### src/rtl/pio_pkg.sv
package pio_pkg;
  localparam logic [1:0] ADDR_DIN  = 2'd0;
  localparam logic [1:0] ADDR_DOUT = 2'd1;
  localparam logic [1:0] ADDR_STAT = 2'd2;
  localparam logic [1:0] ADDR_CTRL = 2'd3;

  localparam int unsigned CTRL_W = 3;

  typedef struct packed {
    logic go;
    logic rd;
    logic wr;
  } pio_ctrl_t;

  typedef enum logic [1:0] {
    ST_IDLE    = 2'd0,
    ST_ACCEPT  = 2'd1,
    ST_XFER_WR = 2'd2,
    ST_XFER_RD = 2'd3
  } pio_state_e;
endpackage

### src/rtl/pio_rst_sync.sv
module pio_rst_sync #(
  parameter int unsigned STAGES = 2
) (
  input  logic clk,
  input  logic rst_n,
  output logic rst_sync_n
);
  logic [STAGES-1:0] sync_q;

  always_ff @(posedge clk or negedge rst_n) begin
    if (!rst_n) sync_q <= '0;
    else        sync_q <= {sync_q[STAGES-2:0], 1'b1};
  end

  assign rst_sync_n = sync_q[STAGES-1];
endmodule

### src/rtl/pio_host_regs.sv
module pio_host_regs
  import pio_pkg::*;
#(
  parameter int unsigned DATA_W = 8
) (
  input  logic              clk,
  input  logic              rst_n,
  input  logic [1:0]        reg_addr,
  input  logic              reg_rd,
  input  logic              reg_wr,
  input  logic [DATA_W-1:0] reg_wdata,
  output logic [DATA_W-1:0] reg_rdata,
  input  logic              busy,
  input  logic              err,
  input  logic [DATA_W-1:0] data_in,
  input  logic              go_clr,
  output logic [DATA_W-1:0] data_out,
  output pio_ctrl_t         ctrl
);
  localparam int unsigned PAD_W = DATA_W - CTRL_W;

  logic [DATA_W-1:0] dout_q, dout_d, rdata_q, rdata_d;
  pio_ctrl_t         ctrl_q, ctrl_d;
  logic              wr_ok, dout_en, ctrl_en, rdata_en;

  always_comb begin
    wr_ok    = reg_wr && !busy;
    dout_en  = wr_ok && (reg_addr == ADDR_DOUT);
    ctrl_en  = (wr_ok && (reg_addr == ADDR_CTRL)) || go_clr;
    rdata_en = reg_rd;

    dout_d = reg_wdata;
    ctrl_d = ctrl_q;
    if (wr_ok && (reg_addr == ADDR_CTRL)) ctrl_d = pio_ctrl_t'(reg_wdata[CTRL_W-1:0]);
    if (go_clr) ctrl_d.go = 1'b0;

    unique case (reg_addr)
      ADDR_DIN:  rdata_d = data_in;
      ADDR_DOUT: rdata_d = dout_q;
      ADDR_STAT: rdata_d = {{(DATA_W-2){1'b0}}, err, busy};
      default:   rdata_d = {{PAD_W{1'b0}}, ctrl_q};
    endcase
  end

  always_ff @(posedge clk or negedge rst_n) begin
    if (!rst_n) begin
      dout_q  <= '0;
      ctrl_q  <= '0;
      rdata_q <= '0;
    end else begin
      if (dout_en)  dout_q  <= dout_d;
      if (ctrl_en)  ctrl_q  <= ctrl_d;
      if (rdata_en) rdata_q <= rdata_d;
    end
  end

  assign reg_rdata = rdata_q;
  assign data_out  = dout_q;
  assign ctrl      = ctrl_q;
endmodule

### src/rtl/pio_seq.sv
module pio_seq
  import pio_pkg::*;
#(
  parameter int unsigned DATA_W = 8
) (
  input  logic              clk,
  input  logic              rst_n,
  input  pio_ctrl_t         ctrl,
  input  logic [DATA_W-1:0] data_out,
  output logic              busy,
  output logic              err,
  output logic [DATA_W-1:0] data_in,
  output logic              go_clr,
  output logic [DATA_W-1:0] dev_tx_data,
  output logic              dev_tx_valid,
  input  logic              dev_tx_ready,
  input  logic [DATA_W-1:0] dev_rx_data,
  input  logic              dev_rx_valid,
  output logic              dev_rx_ready,
  input  logic              dev_err
);
  pio_state_e        state_q, state_d;
  logic              busy_q, busy_d, err_q, err_d;
  logic [DATA_W-1:0] din_q;
  logic              din_en, done, fail;

  always_comb begin
    state_d = state_q;
    busy_d  = busy_q;
    err_d   = err_q;
    din_en  = 1'b0;
    done    = 1'b0;
    fail    = 1'b0;

    unique case (state_q)
      ST_IDLE: begin
        if (ctrl.go) begin
          state_d = ST_ACCEPT;
          busy_d  = 1'b1;
        end
      end
      ST_ACCEPT: begin
        if (ctrl.wr)      state_d = ST_XFER_WR;
        else if (ctrl.rd) state_d = ST_XFER_RD;
        else begin
          done = 1'b1;
          fail = 1'b1;
        end
      end
      ST_XFER_WR: begin
        if (dev_err) begin
          done = 1'b1;
          fail = 1'b1;
        end else if (dev_tx_ready) begin
          done = 1'b1;
        end
      end
      default: begin
        if (dev_err) begin
          done = 1'b1;
          fail = 1'b1;
        end else if (dev_rx_valid) begin
          done   = 1'b1;
          din_en = 1'b1;
        end
      end
    endcase

    if (done) begin
      state_d = ST_IDLE;
      busy_d  = 1'b0;
      err_d   = fail;
    end
    go_clr = done;
  end

  always_ff @(posedge clk or negedge rst_n) begin
    if (!rst_n) begin
      state_q <= ST_IDLE;
      busy_q  <= 1'b0;
      err_q   <= 1'b0;
      din_q   <= '0;
    end else begin
      state_q <= state_d;
      busy_q  <= busy_d;
      err_q   <= err_d;
      if (din_en) din_q <= dev_rx_data;
    end
  end

  assign busy         = busy_q;
  assign err          = err_q;
  assign data_in      = din_q;
  assign dev_tx_valid = (state_q == ST_XFER_WR);
  assign dev_tx_data  = data_out;
  assign dev_rx_ready = (state_q == ST_XFER_RD);
endmodule

### src/rtl/pio_port_ctrl.sv
module pio_port_ctrl
  import pio_pkg::*;
#(
  parameter int unsigned DATA_W = 8
) (
  input  logic              clk,
  input  logic              rst_n,
  input  logic [1:0]        reg_addr,
  input  logic              reg_rd,
  input  logic              reg_wr,
  input  logic [DATA_W-1:0] reg_wdata,
  output logic [DATA_W-1:0] reg_rdata,
  output logic [DATA_W-1:0] dev_tx_data,
  output logic              dev_tx_valid,
  input  logic              dev_tx_ready,
  input  logic [DATA_W-1:0] dev_rx_data,
  input  logic              dev_rx_valid,
  output logic              dev_rx_ready,
  input  logic              dev_err
);
  logic              rst_sync_n;
  logic              busy, err, go_clr;
  logic [DATA_W-1:0] data_in, data_out;
  pio_ctrl_t         ctrl;

  pio_rst_sync #(.STAGES(2)) rst_sync_i (
    .clk        (clk),
    .rst_n      (rst_n),
    .rst_sync_n (rst_sync_n)
  );

  pio_host_regs #(.DATA_W(DATA_W)) regs_i (
    .clk       (clk),
    .rst_n     (rst_sync_n),
    .reg_addr  (reg_addr),
    .reg_rd    (reg_rd),
    .reg_wr    (reg_wr),
    .reg_wdata (reg_wdata),
    .reg_rdata (reg_rdata),
    .busy      (busy),
    .err       (err),
    .data_in   (data_in),
    .go_clr    (go_clr),
    .data_out  (data_out),
    .ctrl      (ctrl)
  );

  pio_seq #(.DATA_W(DATA_W)) seq_i (
    .clk          (clk),
    .rst_n        (rst_sync_n),
    .ctrl         (ctrl),
    .data_out     (data_out),
    .busy         (busy),
    .err          (err),
    .data_in      (data_in),
    .go_clr       (go_clr),
    .dev_tx_data  (dev_tx_data),
    .dev_tx_valid (dev_tx_valid),
    .dev_tx_ready (dev_tx_ready),
    .dev_rx_data  (dev_rx_data),
    .dev_rx_valid (dev_rx_valid),
    .dev_rx_ready (dev_rx_ready),
    .dev_err      (dev_err)
  );
endmodule

### config.mk
export PLATFORM = sky130hd
export DESIGN_NAME = pio_port_ctrl
export DESIGN_NICKNAME = d
export VERILOG_FILES = /design/src/rtl/pio_pkg.sv /design/src/rtl/pio_rst_sync.sv /design/src/rtl/pio_host_regs.sv /design/src/rtl/pio_seq.sv /design/src/rtl/pio_port_ctrl.sv
export SDC_FILE = /design/constraint.sdc
export NUM_CORES = 1
export LEC_CHECK = 0
export BUFFER_PORTS_ARGS = -buffer_cell sky130_fd_sc_hd__buf_4
export CORE_MARGIN = 2
export CORE_UTILIZATION = 49
export DETAILED_ROUTE_END_ITERATION = 7
export GPL_ROUTABILITY_DRIVEN = 0
export PLACE_DENSITY = 0.77
export SLEW_MARGIN = 15
export SYNTH_ARGS = -nofsm -noshare
export SYNTH_HDL_FRONTEND = slang
export SYNTH_SLANG_ARGS = --single-unit
export TNS_END_PERCENT = 30
### constraint.sdc
create_clock -name clk -period 1.8 [get_ports clk]
set_input_delay 0 -clock clk [delete_from_list [all_inputs] [get_ports clk]]
set_output_delay 0 -clock clk [all_outputs]
set_load 0.02 [all_outputs]
==> results.ini, run 1 <==
[synth]
synth-seq-area-share_pct = 57.59
synth_seq_cells = 33
synth_cell_types = 28
synthDominantAreaCellType = sky130_fd_sc_hd__dfrtp_1
synth_edf_count = 0
synth.cell_area_um2 = 1434
syn_inst = 104
synth_flop_cell = sky130_fd_sc_hd__dfrtp_1
synth.top_cells.by_count = 33 x sky130_fd_sc_hd__dfrtp_1, 18 x sky130_fd_sc_hd__mux2_2, 11 x sky130_fd_sc_hd__mux2i_1
synth_warnings = 0
most_frequent_cell_after_synthesis = sky130_fd_sc_hd__dfrtp_1
fraction_of_registers_with_async_set_or_reset_after_synthesis_pct = 100.0
postSynthNetCount = 129
synth.area.top_cells = sky130_fd_sc_hd__dfrtp_1 58%, sky130_fd_sc_hd__mux2_2 14%, sky130_fd_sc_hd__mux2i_1 7.7%, sky130_fd_sc_hd__o22ai_1 2.2%, sky130_fd_sc_hd__nand2b_1 1.7%
netlist.area_leader.share_pct = 57.59
post_synth.cell_area_avg_um2 = 13.79

[clock_tree]
clkSinkCount = 33
insertion_delay_ns = 0.34
htree_levels = 2
clock-root-buffer = sky130_fd_sc_hd__clkbuf_4
clock_slew_at_reported_path_ffs_ns = 0.10
cts.path.max_buffers = 2
tritoncts.num_buffers = 5
tritoncts = built

[drt]
route.detailed.drc = 0
route.final.wire_length_um = 3207
drtIter0Drc = 10
routed_wire_length_per_instance_um = 15.80
total_via_count_in_the_routed_design = 1080
routed_via_density = 5.320
drt.antenna.violating_nets = 0
drtPass1Iterations = 4

[cells_and_area]
layout-area-overhead-vs-synth_pct = 42.41
drive_above_1_share_pct = 43.60
antenna_diode_count = 0
fillerInstances = 192
finalNetCount = 196
fin_util_pct = 74.05

[timing]
setup_ws_ns = 0.4438
timing.final.setup_violations = 0
setup_tns_ns = 0
slew_violations = 0
post-route-period-util_pct = 75.35
fmaxAchievable_mhz = 737.3
setup_repair_after_global_routing_missed_its_margin = no
final-hold-violation-count = 0
timing.hold.ws_ns = 0.03109
fin_worst_skew_ns = 0.005670
period_needed_ns = 1.356

[setup_path]
critical_path.endpoint_type = register
crit_path_cell_trace = mux2_4, a211oi_2, nor2b_1
critical_path_class = reg -> reg
critical_path.top_delay_family = flip-flops
cp-start-kind = register
worst_path_largest_cell_delay_ns = 0.48
critical_path_peak_fanout = 7
required_ns = 2.08
critPathSlowestCell = sky130_fd_sc_hd__dfrtp_1
path_buf_inv = 0
timing.critical_path.arrival_ns = 1.63

[floorplanning]
initial_core_util_pct = 52.00
rows = 19
chipHeight_um = 58.10
design.portCount = 43
core_area_um2 = 2758
die_outline_area_um2 = 3375
floorplan.die.width_um = 58.10

[pwr]
power-per-cell-area_nw_per_um2 = 1218
power.ir.vdd_worst_mv = 0.9724
power.static_leakage_nw = 1.002

[placement]
placement_setup_slack_ns = 0.4463
hpwl_um = 2186
numPortBuffers = 42

[global_route]
globalRouteTotalUtil_pct = 22.26
grt_max_degree = 32
antenna_violations_before_repair = 0
globalRouteMet3Util_pct = 6.696
groute.layer.met2.usage_pct = 40.26
grt_use_met1_pct = 24.60
grt_first_pass_wirelength_um = 5437
gr-max-usage-layer = met2
first_global_vias = 1176
globalRouteOverflowTotal = 0

[min_path]
min_path_type = in -> reg

[job]
cap_viol_max_count = 0

[outcome]
status = complete, no violations

[cells in the final DEF, fill, tap and decap left out, types with 2 or more instances in the layout]
cell type / Yosys / routed
sky130_fd_sc_hd__dfrtp_1: 33 / 33
sky130_fd_sc_hd__o21a_1: 3 / 3
sky130_fd_sc_hd__clkbuf_4: 0 / 5
sky130_fd_sc_hd__nor2b_1: 2 / 2
sky130_fd_sc_hd__clkinv_2: 0 / 2
sky130_fd_sc_hd__nand2b_1: 4 / 4
sky130_fd_sc_hd__inv_1: 5 / 5
sky130_fd_sc_hd__mux2_2: 18 / 18
sky130_fd_sc_hd__mux2i_1: 11 / 11
sky130_fd_sc_hd__buf_4: 0 / 44
sky130_fd_sc_hd__dlygate4sd3_1: 0 / 20
sky130_fd_sc_hd__o22ai_1: 5 / 5
sky130_fd_sc_hd__o221ai_1: 2 / 2
sky130_fd_sc_hd__nand2_1: 2 / 2
[flip-flops by register name (all words and copies together) (netlist names)]
register	flops
seq_i.busy	1
regs_i.ctrl	3
regs_i.data_out	8
seq_i.data_in	8
rst_sync_i.sync_q	2
seq_i.err	1
regs_i.reg_rdata	8
seq_i.state_q	2
[layout make-up]
class	count	area, µm²	area share [%]
inverter	5	18.77	0.9191
multi-input combinational	62	576.8	28.25
clock buffer	6	41.29	2.022
sequential	33	825.8	40.44
tap	31	38.79	1.900
clock inverter	2	10.01	0.4902
timing repair buffer	64	530.5	25.98
[where the power goes]
| group | total, mW | switching (mW) | internal, mW |
|---|---|---|---|
| registers | 1.19 | 0.201 | 0.987 |
| logic | 0.901 | 0.405 | 0.496 |
| clock network | 0.398 | 0.249 | 0.148 |
| total | 2.49 | 0.856 | 1.63 |
[routing by layer]
metal | wire length [µm] | vias up
li1 | - | 505
met1 | 1222 | 539
met2 | 1761 | 30
met3 | 163 | 6
met4 | 60 | 0
met5 | 0 | -
[repair_timing]
action	CTS	global route
endpoints found under the hold margin	27	0
hold buffers	20	0
buffers inserted	0	0
resized for setup	0	0
[final timing paths]
kind / slack [ns] / depth (start not counted) / start / endpoint
worst min register to register: 0.27 / 1 / rst_sync_i.sync_q[1] / seq_i.data_in[5]
worst min-delay path: 0.03 / 3 / dev_err / seq_i.err
max in group asynchronous: 1.18 / 3 / rst_n / rst_sync_i.sync_q[0]
worst max register to register: 0.44 / 3 / seq_i.state_q[0] / regs_i.ctrl[2]
worst max-delay path: 0.44 / 3 / seq_i.state_q[0] / regs_i.ctrl[2]
min in group asynchronous: 0.27 / 1 / rst_sync_i.sync_q[1] / seq_i.data_in[5]
[stage by stage]
| stage | cell area [µm²] | power, mW | std cells |
|---|---|---|---|
| final | 2042 | 2.488 | 203 |
| after floorplan | 1434 | 1.705 | 104 |
| after detailed placement | 1790 | 2.080 | 175 |
| after global routing | 2042 | 2.649 | 203 |
| after CTS | 2042 | 2.514 | 203 |
| after global placement | 1790 | 2.032 | 175 |
[worst register-to-register path, stage by stage, from the launching register on]
cell and delay [ns]:
sky130_fd_sc_hd__dfrtp_1 0.48, sky130_fd_sc_hd__mux2_4 0.34, sky130_fd_sc_hd__a211oi_2 0.30, sky130_fd_sc_hd__nor2b_1 0.18
[kinds of logic after synthesis]
logic type             Yosys count  share of synthesized area [%]
multiplexers                    30                          22.86
buffers and inverters            9                          2.617
flip-flops                      33                          57.59
AND/OR/NAND/NOR                 17                          9.337
other                            1                         0.2615
AO/OA/AOI/OAI                   14                          7.330
(Power assumes the default switching activity.)
==> run 2, diff against run 1 <==
--- a/config.mk
+++ b/config.mk
@@ -7,10 +7,10 @@
 export LEC_CHECK = 0
 export BUFFER_PORTS_ARGS = -buffer_cell sky130_fd_sc_hd__buf_4
 export CORE_MARGIN = 2
-export CORE_UTILIZATION = 49
+export CORE_UTILIZATION = 45
 export DETAILED_ROUTE_END_ITERATION = 7
 export GPL_ROUTABILITY_DRIVEN = 0
-export PLACE_DENSITY = 0.77
+export PLACE_DENSITY = 0.74
 export SLEW_MARGIN = 15
 export SYNTH_ARGS = -nofsm -noshare
 export SYNTH_HDL_FRONTEND = slang
==> constraint.sdc (replaced) <==
create_clock -name clk -period 1.1 [get_ports clk]
set_input_delay 0 -clock clk [delete_from_list [all_inputs] [get_ports clk]]
set_output_delay 0 -clock clk [all_outputs]
set_load 0.02 [all_outputs]
==> run 2 against run 1 <==
  * The flow now finishes with violations (negative setup slack)
  * Die area rose by 8.3%
  * Final cell count up 9.4%
  * Non-clock buffer count is 7 higher
  * Combinational power grew 88%
==> results.ini, run 2 (same netlist as run 1, synthesis figures left out) <==
[setup_path]
crit-reg2reg-launch = seq_i.busy
crit_path_cell_trace = nor4bb_2, buf_4, mux2_2
cp-startpoint = seq_i.busy
critical_path.top_delay_family = flip-flops
critical_path.endpoint_type = register
critical_path_class = reg -> reg
timing.critical_path.arrival_ns = 1.55
path_buf_inv = 1
critPathSlowestCell = sky130_fd_sc_hd__dfrtp_1
critical_path_peak_fanout = 8
cp-start-kind = register
required_ns = 1.33
worst_path_largest_cell_delay_ns = 0.39

[global_route]
globalRouteOverflowTotal = 0
first_global_vias = 1160
grt_max_degree = 32
antenna_violations_before_repair = 0
globalRouteTotalUtil_pct = 20.93
grt_first_pass_wirelength_um = 5416

[timing]
post-route-period-util_pct = 120.3
slew_violations = 0
final-hold-violation-count = 0
setup_ws_ns = -0.2231
setup_repair_after_global_routing_missed_its_margin = yes
setup_tns_ns = -3.670
timing.final.setup_violations = 25
fmaxAchievable_mhz = 755.8
timing.hold.ws_ns = 0.02423
fin_worst_skew_ns = 0.008385
period_needed_ns = 1.323

[drt]
drt.antenna.violating_nets = 0
met1Wirelength_um = 1447
met2_wirelength_um = 1571
route.final.wire_length_um = 3191
detailroute.wirelength.met3_um = 157
routed_wire_length_per_instance_um = 14.37
maxUsedRoutingLayer = met4
route.detailed.drc = 0
drtIter0Drc = 22
total_via_count_in_the_routed_design = 1074
drtPass1Iterations = 2
routed_via_density = 4.838

[pwr]
power.ir.vdd_worst_mv = 1.703
totalPowerFinal_mw = 4.458
power-per-cell-area_nw_per_um2 = 2072
power.static_leakage_nw = 1.057

[cells_and_area]
most_frequent_cells_in_the_layout = 51 x sky130_fd_sc_hd__buf_4, 32 x sky130_fd_sc_hd__dfrtp_1, 19 x sky130_fd_sc_hd__dlygate4sd3_1
drive_above_1_share_pct = 47.75
layout-area-overhead-vs-synth_pct = 50.09
final-instance-count-excl-fill = 222
layout_commonest_cell = sky130_fd_sc_hd__buf_4
finalNetCount = 203
antenna_diode_count = 0

[clock_tree]
clkSinkCount = 33
tritoncts.num_buffers = 5
clock-root-buffer = sky130_fd_sc_hd__clkbuf_4
htree_levels = 2
cts.path.max_buffers = 2
insertion_delay_ns = 0.33
tritoncts = built
clock_slew_at_reported_path_ffs_ns = 0.10

[placement]
hpwl_um = 2260
dp.cells = 196
numPortBuffers = 42
placement_setup_slack_ns = -0.2287

[floorplanning]
chipHeight_um = 60.45
core_area_um2 = 3053
rows = 20
die_outline_area_um2 = 3654
floorplan.die.width_um = 60.45
initial_core_util_pct = 46.97
design.portCount = 43

[job]
cap_viol_max_count = 0

[min_path]
min_path_type = in -> reg
holdCritStartpoint = dev_err

[outcome]
failed_checks = negative setup slack
status = finished, violations left

-- run 2: cell types whose count changed in the layout (fill, tap and decap cells not counted), sizes merged --
cell	previous run	this run
buf	44	52
bufinv	0	1
clkbuf	6	5
clkinv	2	1
dlygate4sd3	20	19
-- run 2: per-stage QoR --
step                utilization, %  cell area, µm²
floorplan                        -            1444
detailed placement           61.39            1874
CTS                          70.37            2148
global placement             61.39            1874
global route                 70.49            2152
finish                       70.49            2152
-- run 2: path summary, 6_finish.rpt --
check | to | slack (ns) | cells after the start
min | seq_i.err | 0.02 | 3
min reg2reg | seq_i.data_in[7] | 0.25 | 1
max reg2reg | regs_i.data_out[5] | -0.22 | 3
min in group asynchronous | seq_i.data_in[7] | 0.25 | 1
max in group asynchronous | rst_sync_i.sync_q[0] | 0.47 | 3
max | regs_i.data_out[5] | -0.22 | 3
-- run 2: area by class of cell --
class | instances | area, µm²
Tap cell | 44 | 55.05
Inverter | 5 | 18.77
Multi-Input combinational cell | 62 | 594.3
Fill cell | 243 | 900.9
Sequential cell | 33 | 827.0
Clock inverter | 2 | 35.03
Clock buffer | 5 | 37.54
Timing Repair Buffer | 71 | 584.3
-- run 2: repair_timing --
item,4_1_cts,5_1_grt
pin swaps,2,1
resized for setup,2,2
hold buffers,19,0
endpoints found under the setup margin,25,25
setup buffers,0,0
endpoints found under the hold margin,27,0
-- run 2: power by group --
group          total, mW  switching (mW)  internal, mW
Sequential          1.91           0.291          1.62
Combinational       1.69           0.734         0.954
Clock              0.861           0.398         0.463
Total               4.46            1.42          3.04
-- run 2: per-layer routing --
metal / global-route usage, % / up-vias
met5: 0 / -
met4: 5.590 / 0
met3: 8.102 / 2
met2: 34.01 / 28
met1: 26.45 / 530
li1: - / 514
-- run 2: worst register-to-register path: stages (launching register included) --
cell and delay [ns]:
sky130_fd_sc_hd__dfrtp_1 0.39, sky130_fd_sc_hd__nor4bb_2 0.26, sky130_fd_sc_hd__buf_4 0.22, sky130_fd_sc_hd__mux2_2 0.35
